--- config.mk ---
export PLATFORM = sky130hd
export DESIGN_NAME = modcnt_top
export DESIGN_NICKNAME = d
export VERILOG_FILES = /design/src/rtl/modcnt_pkg.sv /design/src/rtl/modcnt_stage.sv /design/src/rtl/modcnt_chain.sv /design/src/rtl/modcnt_fb.sv /design/src/rtl/modcnt_top.sv
export SDC_FILE = /design/constraint.sdc
export NUM_CORES = 1
export LEC_CHECK = 0
export BUFFER_PORTS_ARGS = -buffer_cell sky130_fd_sc_hd__buf_4
export CELL_PAD_IN_SITES_DETAIL_PLACEMENT = 0
export CELL_PAD_IN_SITES_GLOBAL_PLACEMENT = 2
export CORE_AREA = 2 2 51 53
export CTS_BUF_LIST = sky130_fd_sc_hd__clkbuf_16
export DETAILED_ROUTE_END_ITERATION = 8
export DIE_AREA = 0 0 53 55
export PLACE_DENSITY = 0.7
export SKIP_CTS_REPAIR_TIMING = 1
export SYNTH_ARGS = -nofsm -noshare
export SYNTH_HDL_FRONTEND = slang
export SYNTH_SLANG_ARGS = --single-unit
--- constraint.sdc ---
create_clock -name clk -period 1.3 [get_ports clk]
set_input_delay 0.26 -clock clk [delete_from_list [all_inputs] [get_ports clk]]
set_output_delay 0.26 -clock clk [all_outputs]
set_load 0.01 [all_outputs]
--- src/rtl/modcnt_pkg.sv ---
package modcnt_pkg;
   // Feedback variant chosen at build time
   typedef enum logic [1:0] {
      FB_NONE   = 2'd0,   // plain counter, no feedback
      FB_RELOAD = 2'd1,   // carry-out requests a load of a constant
      FB_TRUNC  = 2'd2    // a decoded count requests a clear
   } fb_mode_e;
endpackage

--- src/rtl/modcnt_stage.sv ---
module modcnt_stage #(
   parameter int W = 4
) (
   input  logic         clk,
   input  logic         clr,
   input  logic         ld,
   input  logic         en_a,
   input  logic         en_c,
   input  logic [W-1:0] d,
   output logic [W-1:0] q,
   output logic         co
);
   // priority: clear, then load, then count
   always_ff @(posedge clk) begin
      if (clr)
         q <= '0;
      else if (ld)
         q <= d;
      else if (en_a && en_c)
         q <= q + 1'b1;
   end

   // carry is gated by en_c only, so stages can chain
   assign co = en_c && (&q);
endmodule

--- src/rtl/modcnt_chain.sv ---
module modcnt_chain #(
   parameter int STAGES = 2,
   parameter int W      = 4
) (
   input  logic                  clk,
   input  logic                  clr,
   input  logic                  ld,
   input  logic                  en_a,
   input  logic                  en_c,
   input  logic [STAGES*W-1:0]   d,
   output logic [STAGES*W-1:0]   q,
   output logic                  co
);
   logic [STAGES:0] cy;

   assign cy[0] = en_c;

   for (genvar k = 0; k < STAGES; k++) begin : g_stage
      modcnt_stage #(.W(W)) u_st (
         .clk  (clk),
         .clr  (clr),
         .ld   (ld),
         .en_a (en_a),
         .en_c (cy[k]),
         .d    (d[k*W +: W]),
         .q    (q[k*W +: W]),
         .co   (cy[k+1])
      );
   end

   assign co = cy[STAGES];
endmodule

--- src/rtl/modcnt_fb.sv ---
module modcnt_fb #(
   parameter int                  N          = 8,
   parameter modcnt_pkg::fb_mode_e MODE      = modcnt_pkg::FB_NONE,
   parameter int                  RELOAD_VAL = 0,
   parameter int                  CLR_AT     = 0
) (
   input  logic [N-1:0] cnt_i,
   input  logic         carry_i,
   input  logic         clr_i,
   input  logic         ld_i,
   input  logic [N-1:0] ld_val_i,
   output logic         clr_o,
   output logic         ld_o,
   output logic [N-1:0] val_o
);
   localparam logic [N-1:0] RVAL = RELOAD_VAL[N-1:0];
   localparam logic [N-1:0] CVAL = CLR_AT[N-1:0];

   // not every variant looks at both feedback sources
   logic unused_fb;
   assign unused_fb = &{1'b0, cnt_i, carry_i};

   if (MODE == modcnt_pkg::FB_RELOAD) begin : g_reload
      // an external load keeps its own value; otherwise the constant
      assign clr_o = clr_i;
      assign ld_o  = ld_i | carry_i;
      assign val_o = ld_i ? ld_val_i : RVAL;
   end else if (MODE == modcnt_pkg::FB_TRUNC) begin : g_trunc
      // decoded top count acts as a clear and so beats load
      assign clr_o = clr_i | (cnt_i == CVAL);
      assign ld_o  = ld_i;
      assign val_o = ld_val_i;
   end else begin : g_none
      assign clr_o = clr_i;
      assign ld_o  = ld_i;
      assign val_o = ld_val_i;
   end
endmodule

--- src/rtl/modcnt_top.sv ---
module modcnt_top #(
   parameter int                   STAGES     = 2,
   parameter int                   W          = 4,
   parameter modcnt_pkg::fb_mode_e MODE       = modcnt_pkg::FB_NONE,
   parameter int                   RELOAD_VAL = 0,
   parameter int                   CLR_AT     = 0
) (
   input  logic                  clk,
   input  logic                  clr_i,
   input  logic                  ld_i,
   input  logic                  en_a_i,
   input  logic                  en_c_i,
   input  logic [STAGES*W-1:0]   ld_val_i,
   output logic [STAGES*W-1:0]   cnt_o,
   output logic                  carry_o
);
   localparam int N = STAGES * W;

   // build-time parameter checks
   if (W < 1 || STAGES < 1) begin : g_bad_size
      $error("modcnt_top: W and STAGES must be at least 1");
   end
   if (N > 31) begin : g_bad_width
      $error("modcnt_top: total width must stay below 32 bits");
   end
   if (RELOAD_VAL < 0 || RELOAD_VAL >= (1 << N)) begin : g_bad_reload
      $error("modcnt_top: RELOAD_VAL does not fit the count width");
   end
   if (CLR_AT < 0 || CLR_AT >= (1 << N)) begin : g_bad_clr
      $error("modcnt_top: CLR_AT does not fit the count width");
   end

   logic         clr_eff;
   logic         ld_eff;
   logic [N-1:0] val_eff;

   modcnt_fb #(
      .N          (N),
      .MODE       (MODE),
      .RELOAD_VAL (RELOAD_VAL),
      .CLR_AT     (CLR_AT)
   ) u_fb (
      .cnt_i    (cnt_o),
      .carry_i  (carry_o),
      .clr_i    (clr_i),
      .ld_i     (ld_i),
      .ld_val_i (ld_val_i),
      .clr_o    (clr_eff),
      .ld_o     (ld_eff),
      .val_o    (val_eff)
   );

   modcnt_chain #(
      .STAGES (STAGES),
      .W      (W)
   ) u_chain (
      .clk  (clk),
      .clr  (clr_eff),
      .ld   (ld_eff),
      .en_a (en_a_i),
      .en_c (en_c_i),
      .d    (val_eff),
      .q    (cnt_o),
      .co   (carry_o)
   );
endmodule

==> out/metrics.json, run 1 <==
{
  "power": {
    "p_per_area_nw_per_um2": 1160,
    "power_leakage_uw": 0.000353,
    "seqPwrFrac_pct": 29.3,
    "vdd_ir_drop_max_v": 0.000817,
    "power_report.internal_total_uw": 763,
    "power.combinational.fraction_pct": 16.9,
    "netSwitchingFraction_pct": 22.5,
    "p_clk_share_pct": 53.8,
    "switchingPower_uw": 222,
    "power.total_uw": 985
  },
  "synth": {
    "syn-num-nets": 69,
    "postSynthAreaPerCell_um2": 8.32,
    "synthCells": 54,
    "yosysSeqAreaShare_pct": 35.7,
    "yosysWarningCount": 0,
    "ys_ff_latch": 8,
    "mappedNetlistArea_um2": 449,
    "yosysTopAreaCellShare_pct": 35.7,
    "yosysUniqueCellTypes": 24,
    "synthDominantAreaCellType": "sky130_fd_sc_hd__dfxtp_1",
    "synth_top_cells_by_area": "sky130_fd_sc_hd__dfxtp_1 (36%), sky130_fd_sc_hd__a311oi_1 (7.8%), sky130_fd_sc_hd__nor2_1 (5.8%)"
  },
  "place": {
    "gpl.final_weighted_congestion": 0.711,
    "place_hpwl_um": 1050,
    "placed_cells_incl_taps": 111,
    "io_buffers": 21
  },
  "timing": {
    "hold_viol": 0,
    "achievable-frequency_ghz": 0.750,
    "slew_at_the_pin_closest_to_its_max_slew_limit_ns": 0.306,
    "fin_crit_sh_pct": 103,
    "grt_setup_unrepaired": "yes",
    "setup_violations": 2,
    "setup_ws_ns": -0.0332,
    "finalMaxSlewViolations": 0,
    "clock_skew_ns": 0.00160,
    "post-route-min-period_ns": 1.33,
    "timing.slew.headroom_pct": 79.5
  },
  "die": {
    "initial_utilization_pct": 19.0,
    "die-width_um": 53,
    "die_area_um2": 2920,
    "die_h_um": 55,
    "fp.coreArea_um2": 2360,
    "io_pins": 22,
    "placementRows": 18
  },
  "clock_tree": {
    "numCtsBuffers": 3,
    "clock_tree.buffer_depth": 2,
    "clock-root-buffer": "sky130_fd_sc_hd__clkbuf_16",
    "cts.htree.levels": 1,
    "insertion_delay_ns": 0.23,
    "clock_tree_from_tritoncts": "built",
    "worst_path_clk_slew_ns": 0.04,
    "cts_num_sinks": 8
  },
  "worst_setup_path": {
    "path_class": "reg -> out",
    "crit_slowest_cell": "sky130_fd_sc_hd__dfxtp_4",
    "worstSetupEndpointType": "output port",
    "cp_slowest_stage_delay_ns": 0.35,
    "crit_path_cell_trace": "ha_4, nand4_4, nor2_4, buf_6",
    "crit_start": "u_chain.g_stage[0].u_st.q[0]",
    "worst_ep_arrival_time_ns": 1.07,
    "crit_path_max_fanout": 3,
    "required_time_reported_for_the_critical_path_endpoint_ns": 1.04,
    "r2r_start": "u_chain.g_stage[0].u_st.q[0]",
    "startpoint_types": "flip-flop"
  },
  "outcome": {
    "failing_checks": "setup timing",
    "outcome": "finished, violations left"
  },
  "global_routing": {
    "grt_max_degree": 13,
    "first_pass_grt_wire_length_um": 2150,
    "number_of_antenna_violations_at_the_first_check_in_global_routing": 0,
    "number_of_global_route_vias_before_repair": 496,
    "groute.usage.overall_pct": 10.5,
    "grt_remaining_overflow": 0
  },
  "drt": {
    "wl_um": 1340,
    "detail_route.vias_per_cell": 4.55,
    "drt_iter0_markers": 3,
    "drt_pre_antenna_iters": 4,
    "via_count": 523,
    "detail_route.wl_per_cell_um": 11.6,
    "route.detailed.drc": 0,
    "detail-route-antenna-nets": 0
  },
  "layout": {
    "largest_register_ffs": 8,
    "registers_with_the_most_flip_flops": "u_chain.g_stage.u_st.q x8",
    "registers.top_by_ff_count": "u_chain.g_stage.u_st.q",
    "layout.core_utilization_pct": 35.9,
    "syn_to_final_growth_pct": 89.1,
    "final_cells": 115,
    "proportion_of_layout_cells_with_a_drive_suffix_above_1_pct": 55.3,
    "diodes": 0,
    "fin_nets": 101,
    "nFillCells": 259
  },
  "hold_path": {
    "hold_path_class": "in -> reg",
    "worstHoldStart": "ld_i"
  },
  "flow_run": {
    "drv_cap": 0
  }
}
==> critical path: cells and delay by family (launching register included) <==
kind                       cells  cell delay [ns]
DFF                            1             0.35
and+or+nand+nor                2             0.23
adders and majority gates      1             0.16
buffers and inverters          1             0.10
==> cells in the mapped netlist <==
| library cell | count |
|---|---|
| sky130_fd_sc_hd__nand2_1 | 3 |
| sky130_fd_sc_hd__xor2_1 | 1 |
| sky130_fd_sc_hd__xnor2_1 | 1 |
| sky130_fd_sc_hd__o31a_2 | 1 |
| sky130_fd_sc_hd__buf_1 | 1 |
| sky130_fd_sc_hd__nor2_1 | 7 |
| sky130_fd_sc_hd__dfxtp_1 | 8 |
| sky130_fd_sc_hd__inv_1 | 3 |
| sky130_fd_sc_hd__nor4_1 | 1 |
| sky130_fd_sc_hd__clkbuf_1 | 1 |
| sky130_fd_sc_hd__a221oi_1 | 1 |
| sky130_fd_sc_hd__a31oi_1 | 1 |
| sky130_fd_sc_hd__ha_1 | 2 |
| sky130_fd_sc_hd__nand4_2 | 1 |
| sky130_fd_sc_hd__or3_1 | 3 |
| sky130_fd_sc_hd__a21oi_1 | 1 |
| sky130_fd_sc_hd__o31a_1 | 1 |
| sky130_fd_sc_hd__a211oi_1 | 2 |
| sky130_fd_sc_hd__and3_2 | 1 |
| sky130_fd_sc_hd__nand3_2 | 1 |
| sky130_fd_sc_hd__and2_1 | 1 |
| sky130_fd_sc_hd__a311oi_1 | 4 |
| sky130_fd_sc_hd__o21ai_0 | 4 |
| sky130_fd_sc_hd__nand3_1 | 4 |
==> layout by cell type, fill, tap and decap left out <==
master	Yosys	routed
sky130_fd_sc_hd__a211oi_1	2	2
sky130_fd_sc_hd__a31oi_2	0	1
sky130_fd_sc_hd__nor4_1	1	1
sky130_fd_sc_hd__nand3_2	1	1
sky130_fd_sc_hd__clkbuf_16	0	3
sky130_fd_sc_hd__nand2_1	3	3
sky130_fd_sc_hd__buf_6	0	1
sky130_fd_sc_hd__nor2_4	0	1
sky130_fd_sc_hd__dfxtp_4	0	2
sky130_fd_sc_hd__xnor2_1	1	1
sky130_fd_sc_hd__dfxtp_1	8	3
sky130_fd_sc_hd__nand4_4	0	1
sky130_fd_sc_hd__xor2_1	1	1
sky130_fd_sc_hd__a311oi_2	0	1
sky130_fd_sc_hd__a21oi_1	1	1
sky130_fd_sc_hd__a311oi_1	4	3
sky130_fd_sc_hd__inv_1	3	4
sky130_fd_sc_hd__and3_2	1	1
sky130_fd_sc_hd__or3_4	0	1
sky130_fd_sc_hd__ha_4	0	2
sky130_fd_sc_hd__buf_4	0	28
sky130_fd_sc_hd__dfxtp_2	0	3
sky130_fd_sc_hd__o21ai_0	4	4
sky130_fd_sc_hd__nand3_1	4	4
sky130_fd_sc_hd__or3_1	3	2
sky130_fd_sc_hd__a221oi_1	1	1
sky130_fd_sc_hd__nor2_1	7	6
sky130_fd_sc_hd__o31a_2	1	1
sky130_fd_sc_hd__o31a_1	1	1
sky130_fd_sc_hd__and2_1	1	1
==> worst paths after layout <==
| kind | to | slack [ns] | cells past startpoint |
|---|---|---|---|
| worst max-delay path | carry_o | -0.03 | 4 |
| worst max register to register | u_chain.g_stage[1].u_st.q[3] | -0.02 | 4 |
| worst min-delay path | u_chain.g_stage[1].u_st.q[1] | 0.27 | 2 |
| worst min register to register | u_chain.g_stage[1].u_st.q[2] | 0.60 | 2 |
==> power groups by stage <==
stage | registers, uW | clock network [uW] | logic (uW)
6_report | 288 | 530 | 167
3_3_place_gp | 288 | 0 | 159
5_1_grt | 291 | 549 | 186
3_5_place_dp | 289 | 0 | 161
4_1_cts | 285 | 542 | 161
2_1_floorplan | 299 | 0 | 52.0
==> per-stage QoR <==
stage	area, um2	worst slack [ns]	setup TNS [ns]	hold WS (ns)
6_report	850	-0.0332	-0.0579	0.266
4_1_cts	798	-0.0914	-0.130	0.258
2_1_floorplan	472	0.00209	0	0.369
5_1_grt	850	-0.0854	-0.254	0.281
3_3_place_gp	719	0.0167	0	0.497
3_5_place_dp	719	-0.0110	-0.0278	0.503
==> routing by layer <==
layer	vias up	routed length, um	global-route usage [%]	share of wire, %
met5	-	0	0	0
met4	0	0	2.56	0
met3	0	102	5.11	7.6
met2	15	639	17.9	48
met1	243	595	11.9	44
li1	265	-	-	-
==> cell families after synthesis <==
family / count (synthesis) / synth area share, %
AO/OA/AOI/OAI: 15 / 24.2
adder cells (fa/ha/maj): 2 / 5.57
flip-flops: 8 / 35.7
buffers and inverters: 5 / 4.18
AND/OR/NAND/NOR: 22 / 26.5
XOR/XNOR: 2 / 3.90
==> final cells by class <==
class	count	area, um2	share of cell area (%)
multi-input cells	41	329	38.7
repair buffers	29	221	26.1
flip-flops and latches	8	171	20.2
clock buffers	3	75.1	8.84
well taps	30	37.5	4.42
inverters	3	11.3	1.33
clock inverters	1	3.75	0.442
Note: power is estimated with default switching activity, not from simulation.
==> run 2, diff against run 1 <==
--- a/config.mk
+++ b/config.mk
@@ -5,7 +5,7 @@
 export SDC_FILE = /design/constraint.sdc
 export NUM_CORES = 1
 export LEC_CHECK = 0
-export BUFFER_PORTS_ARGS = -buffer_cell sky130_fd_sc_hd__buf_4
+export BUFFER_PORTS_ARGS = -buffer_cell sky130_fd_sc_hd__buf_2
 export CELL_PAD_IN_SITES_DETAIL_PLACEMENT = 0
 export CELL_PAD_IN_SITES_GLOBAL_PLACEMENT = 2
 export CORE_AREA = 2 2 51 53
==> run 2 against run 1 <==
Compared with the run above:
- the flow still finishes with violations (setup timing)
- sequential share of layout area grew 1.6 points
- clock power fell by 0.9%
- utilization down 2.7 points
- critical endpoint unchanged
- largest cell class unchanged
==> out/metrics.json, run 2 (synthesized netlist as in run 1, its figures left out) <==
{
  "outcome": {
    "outcome": {"value": "finished, violations left", "change": "unchanged"},
    "failing_checks": {"value": "setup timing", "change": "unchanged"}
  },
  "clock_tree": {
    "numCtsBuffers": {"value": 3, "change": "unchanged"},
    "cts.htree.levels": {"value": 1, "change": "unchanged"},
    "worst_path_clk_slew": {"value": 0.04, "unit": "ns", "change": "about the same"},
    "cts_num_sinks": {"value": 8, "change": "unchanged"},
    "clock_tree_from_tritoncts": {"value": "built", "change": "unchanged"},
    "insertion_delay": {"value": 0.23, "unit": "ns", "change": "about the same"},
    "clock_tree.buffer_depth": {"value": 2, "change": "unchanged"},
    "clock-root-buffer": {"value": "sky130_fd_sc_hd__clkbuf_16", "change": "unchanged"}
  },
  "die": {
    "die-width": {"value": 53, "unit": "um", "change": "unchanged"},
    "initial_utilization": {"value": 19.0, "unit": "%", "change": "unchanged"},
    "io_pins": {"value": 22, "change": "unchanged"},
    "die_h": {"value": 55, "unit": "um", "change": "unchanged"},
    "die_area": {"value": 2920, "unit": "um2", "change": "unchanged"},
    "fp.coreArea": {"value": 2360, "unit": "um2", "change": "unchanged"},
    "placementRows": {"value": 18, "change": "unchanged"}
  },
  "drt": {
    "detail_route.vias_per_cell": {"value": 4.66, "change": "was 4.55"},
    "drt_iter0_markers": {"value": 3, "change": "unchanged"},
    "detail-route-antenna-nets": {"value": 0, "change": "unchanged"},
    "via_count": {"value": 540, "change": "was 523"},
    "wl": {"value": 1350, "unit": "um", "change": "was 1340 um"},
    "drt_pre_antenna_iters": {"value": 4, "change": "unchanged"},
    "route.detailed.drc": {"value": 0, "change": "unchanged"},
    "detail_route.wl_per_cell": {"value": 11.7, "unit": "um", "change": "was 11.6 um"}
  },
  "layout": {
    "diodes": {"value": 0, "change": "unchanged"},
    "syn_to_final_growth": {"value": 74.9, "unit": "%", "change": "was 89.1%"},
    "largest_register_ffs": {"value": 8, "change": "unchanged"},
    "nFillCells": {"value": 260, "change": "was 259"},
    "layout.core_utilization": {"value": 33.2, "unit": "%", "change": "was 35.9%"},
    "proportion_of_layout_cells_with_a_drive_suffix_above_1": {"value": 55.8, "unit": "%", "change": "was 55.3%"},
    "fin_nets": {"value": 102, "change": "was 101"},
    "registers_with_the_most_flip_flops": {"value": "u_chain.g_stage.u_st.q x8", "change": "unchanged"},
    "mostFrequentLayoutCell": {"value": "sky130_fd_sc_hd__buf_2", "change": "was sky130_fd_sc_hd__buf_4"},
    "layout.cells.most_common_list": {"value": "sky130_fd_sc_hd__buf_2 (21), sky130_fd_sc_hd__buf_4 (9), sky130_fd_sc_hd__nor2_1 (6)", "change": "was sky130_fd_sc_hd__buf_4 (28), sky130_fd_sc_hd__nor2_1 (6), sky130_fd_sc_hd__nand3_1 (4), sky130_fd_sc_hd__inv_1 (4), sky130_fd_sc_hd__o21ai_0 (4)"},
    "registers.top_by_ff_count": {"value": "u_chain.g_stage.u_st.q", "change": "unchanged"}
  },
  "flow_run": {
    "drv_cap": {"value": 0, "change": "unchanged"}
  },
  "place": {
    "gpl.final_weighted_congestion": {"value": 0.705, "change": "was 0.711"},
    "place_hpwl": {"value": 1040, "unit": "um", "change": "was 1050 um"},
    "io_buffers": {"value": 21, "change": "unchanged"},
    "preCtsSetupSlack": {"value": -0.0117, "unit": "ns", "change": "was -0.0110 ns"}
  },
  "global_routing": {
    "number_of_antenna_violations_at_the_first_check_in_global_routing": {"value": 0, "change": "unchanged"},
    "number_of_global_route_vias_before_repair": {"value": 526, "change": "was 496"},
    "first_pass_grt_wire_length": {"value": 2170, "unit": "um", "change": "was 2150 um"},
    "groute.usage.overall": {"value": 10.8, "unit": "%", "change": "was 10.5%"},
    "grt_remaining_overflow": {"value": 0, "change": "unchanged"},
    "grt_max_degree": {"value": 13, "change": "unchanged"}
  },
  "timing": {
    "hold_ws": {"value": 0.281, "unit": "ns", "change": "was 0.266 ns"},
    "grt_setup_unrepaired": {"value": "yes", "change": "unchanged"},
    "achievable-frequency": {"value": 0.742, "unit": "GHz", "change": "was 0.750 GHz"},
    "finalMaxSlewViolations": {"value": 0, "change": "unchanged"},
    "post-route-min-period": {"value": 1.35, "unit": "ns", "change": "was 1.33 ns"},
    "fin_crit_sh": {"value": 104, "unit": "%", "change": "was 103%"},
    "hold_viol": {"value": 0, "change": "unchanged"},
    "timing.slew.headroom": {"value": 73.3, "unit": "%", "change": "was 79.5%"},
    "setup_violations": {"value": 4, "change": "was 2"},
    "clock_skew": {"value": 0.00334, "unit": "ns", "change": "was 0.00160 ns"},
    "setup_ws": {"value": -0.0477, "unit": "ns", "change": "was -0.0332 ns"},
    "slew_at_the_pin_closest_to_its_max_slew_limit": {"value": 0.401, "unit": "ns", "change": "was 0.306 ns"}
  },
  "worst_setup_path": {
    "rrSetupSlack": {"value": -0.03, "unit": "ns", "change": "was -0.02 ns"},
    "path_class": {"value": "reg -> out", "change": "unchanged"},
    "worstSetupEndpointType": {"value": "output port", "change": "unchanged"},
    "startpoint_types": {"value": "flip-flop", "change": "unchanged"},
    "worst_ep_arrival_time": {"value": 1.09, "unit": "ns", "change": "was 1.07 ns"},
    "crit_path_max_fanout": {"value": 3, "change": "unchanged"},
    "required_time_reported_for_the_critical_path_endpoint": {"value": 1.04, "unit": "ns", "change": "about the same"}
  },
  "hold_path": {
    "hold_path_class": {"value": "in -> reg", "change": "unchanged"}
  },
  "power": {
    "p_per_area": {"value": 1220, "unit": "nW/um2", "change": "was 1160 nW/um2"},
    "power_leakage": {"value": 0.000344, "unit": "uW", "change": "was 0.000353 uW"},
    "vdd_ir_drop_max": {"value": 0.000666, "unit": "V", "change": "was 0.000817 V"}
  }
}
## run 2: cell count changes in the layout (fill, tap and decap cells not counted)
cell / change
sky130_fd_sc_hd__buf_2: +21
sky130_fd_sc_hd__ha_4: -1
sky130_fd_sc_hd__nor2_4: -1
sky130_fd_sc_hd__nor2_2: +1
sky130_fd_sc_hd__buf_4: -19
sky130_fd_sc_hd__buf_6: -1
sky130_fd_sc_hd__a311oi_1: -1
sky130_fd_sc_hd__a31oi_1: +1
sky130_fd_sc_hd__ha_2: +1
sky130_fd_sc_hd__a311oi_2: +1
sky130_fd_sc_hd__a31oi_2: -1
## run 2: worst paths after layout
check                               startpoint                      endpoint  cells past startpoint
setup / recovery  u_chain.g_stage[1].u_st.q[0]                       carry_o                      4
hold / removal                     ld_val_i[5]  u_chain.g_stage[1].u_st.q[1]                      3
setup reg to reg  u_chain.g_stage[0].u_st.q[1]  u_chain.g_stage[1].u_st.q[3]                      4
hold reg to reg   u_chain.g_stage[1].u_st.q[2]  u_chain.g_stage[1].u_st.q[2]                      2
## run 2: final cells by class
type | instances | area (um2) | share of cell area (%)
multi-input cells | 41 | 314 | 40.0
repair buffers | 30 | 173 | 22.0
flip-flops and latches | 8 | 171 | 21.8
clock buffers | 3 | 75.1 | 9.55
well taps | 30 | 37.5 | 4.78
inverters | 3 | 11.3 | 1.43
clock inverters | 1 | 3.75 | 0.478
## run 2: critical path, cell delays in order, from the launching register on
cell                      delay (ns)
sky130_fd_sc_hd__dfxtp_2        0.32
sky130_fd_sc_hd__ha_2           0.19
sky130_fd_sc_hd__nand4_4        0.11
sky130_fd_sc_hd__nor2_2         0.10
sky130_fd_sc_hd__buf_2          0.13
## run 2: metrics by stage
step / cell area, um2 / total power (uW) / TNS [ns] / std cells
floorplan: 472 / 351 / 0 / 54
global placement: 674 / 430 / 0 / 112
detailed placement: 674 / 430 / -0.0117 / 112
CTS: 753 / 964 / -0.149 / 116
global route: 786 / 1000 / -0.375 / 116
finish: 786 / 958 / -0.106 / 116
## run 2: routing by layer
| layer | wire, um | up-vias | track usage [%] |
|---|---|---|---|
| met2 | 637 | 17 | 18.1 |
| met1 | 579 | 249 | 11.4 |
| li1 | - | 270 | - |
| met3 | 112 | 4 | 3.49 |
| met5 | 0 | - | 0 |
| met4 | 22 | 0 | 7.69 |
## run 2: power breakdown
group | internal [uW] | switching (uW)
logic | 75.4 | 70.9
clock network | 401 | 125
registers | 266 | 20.6
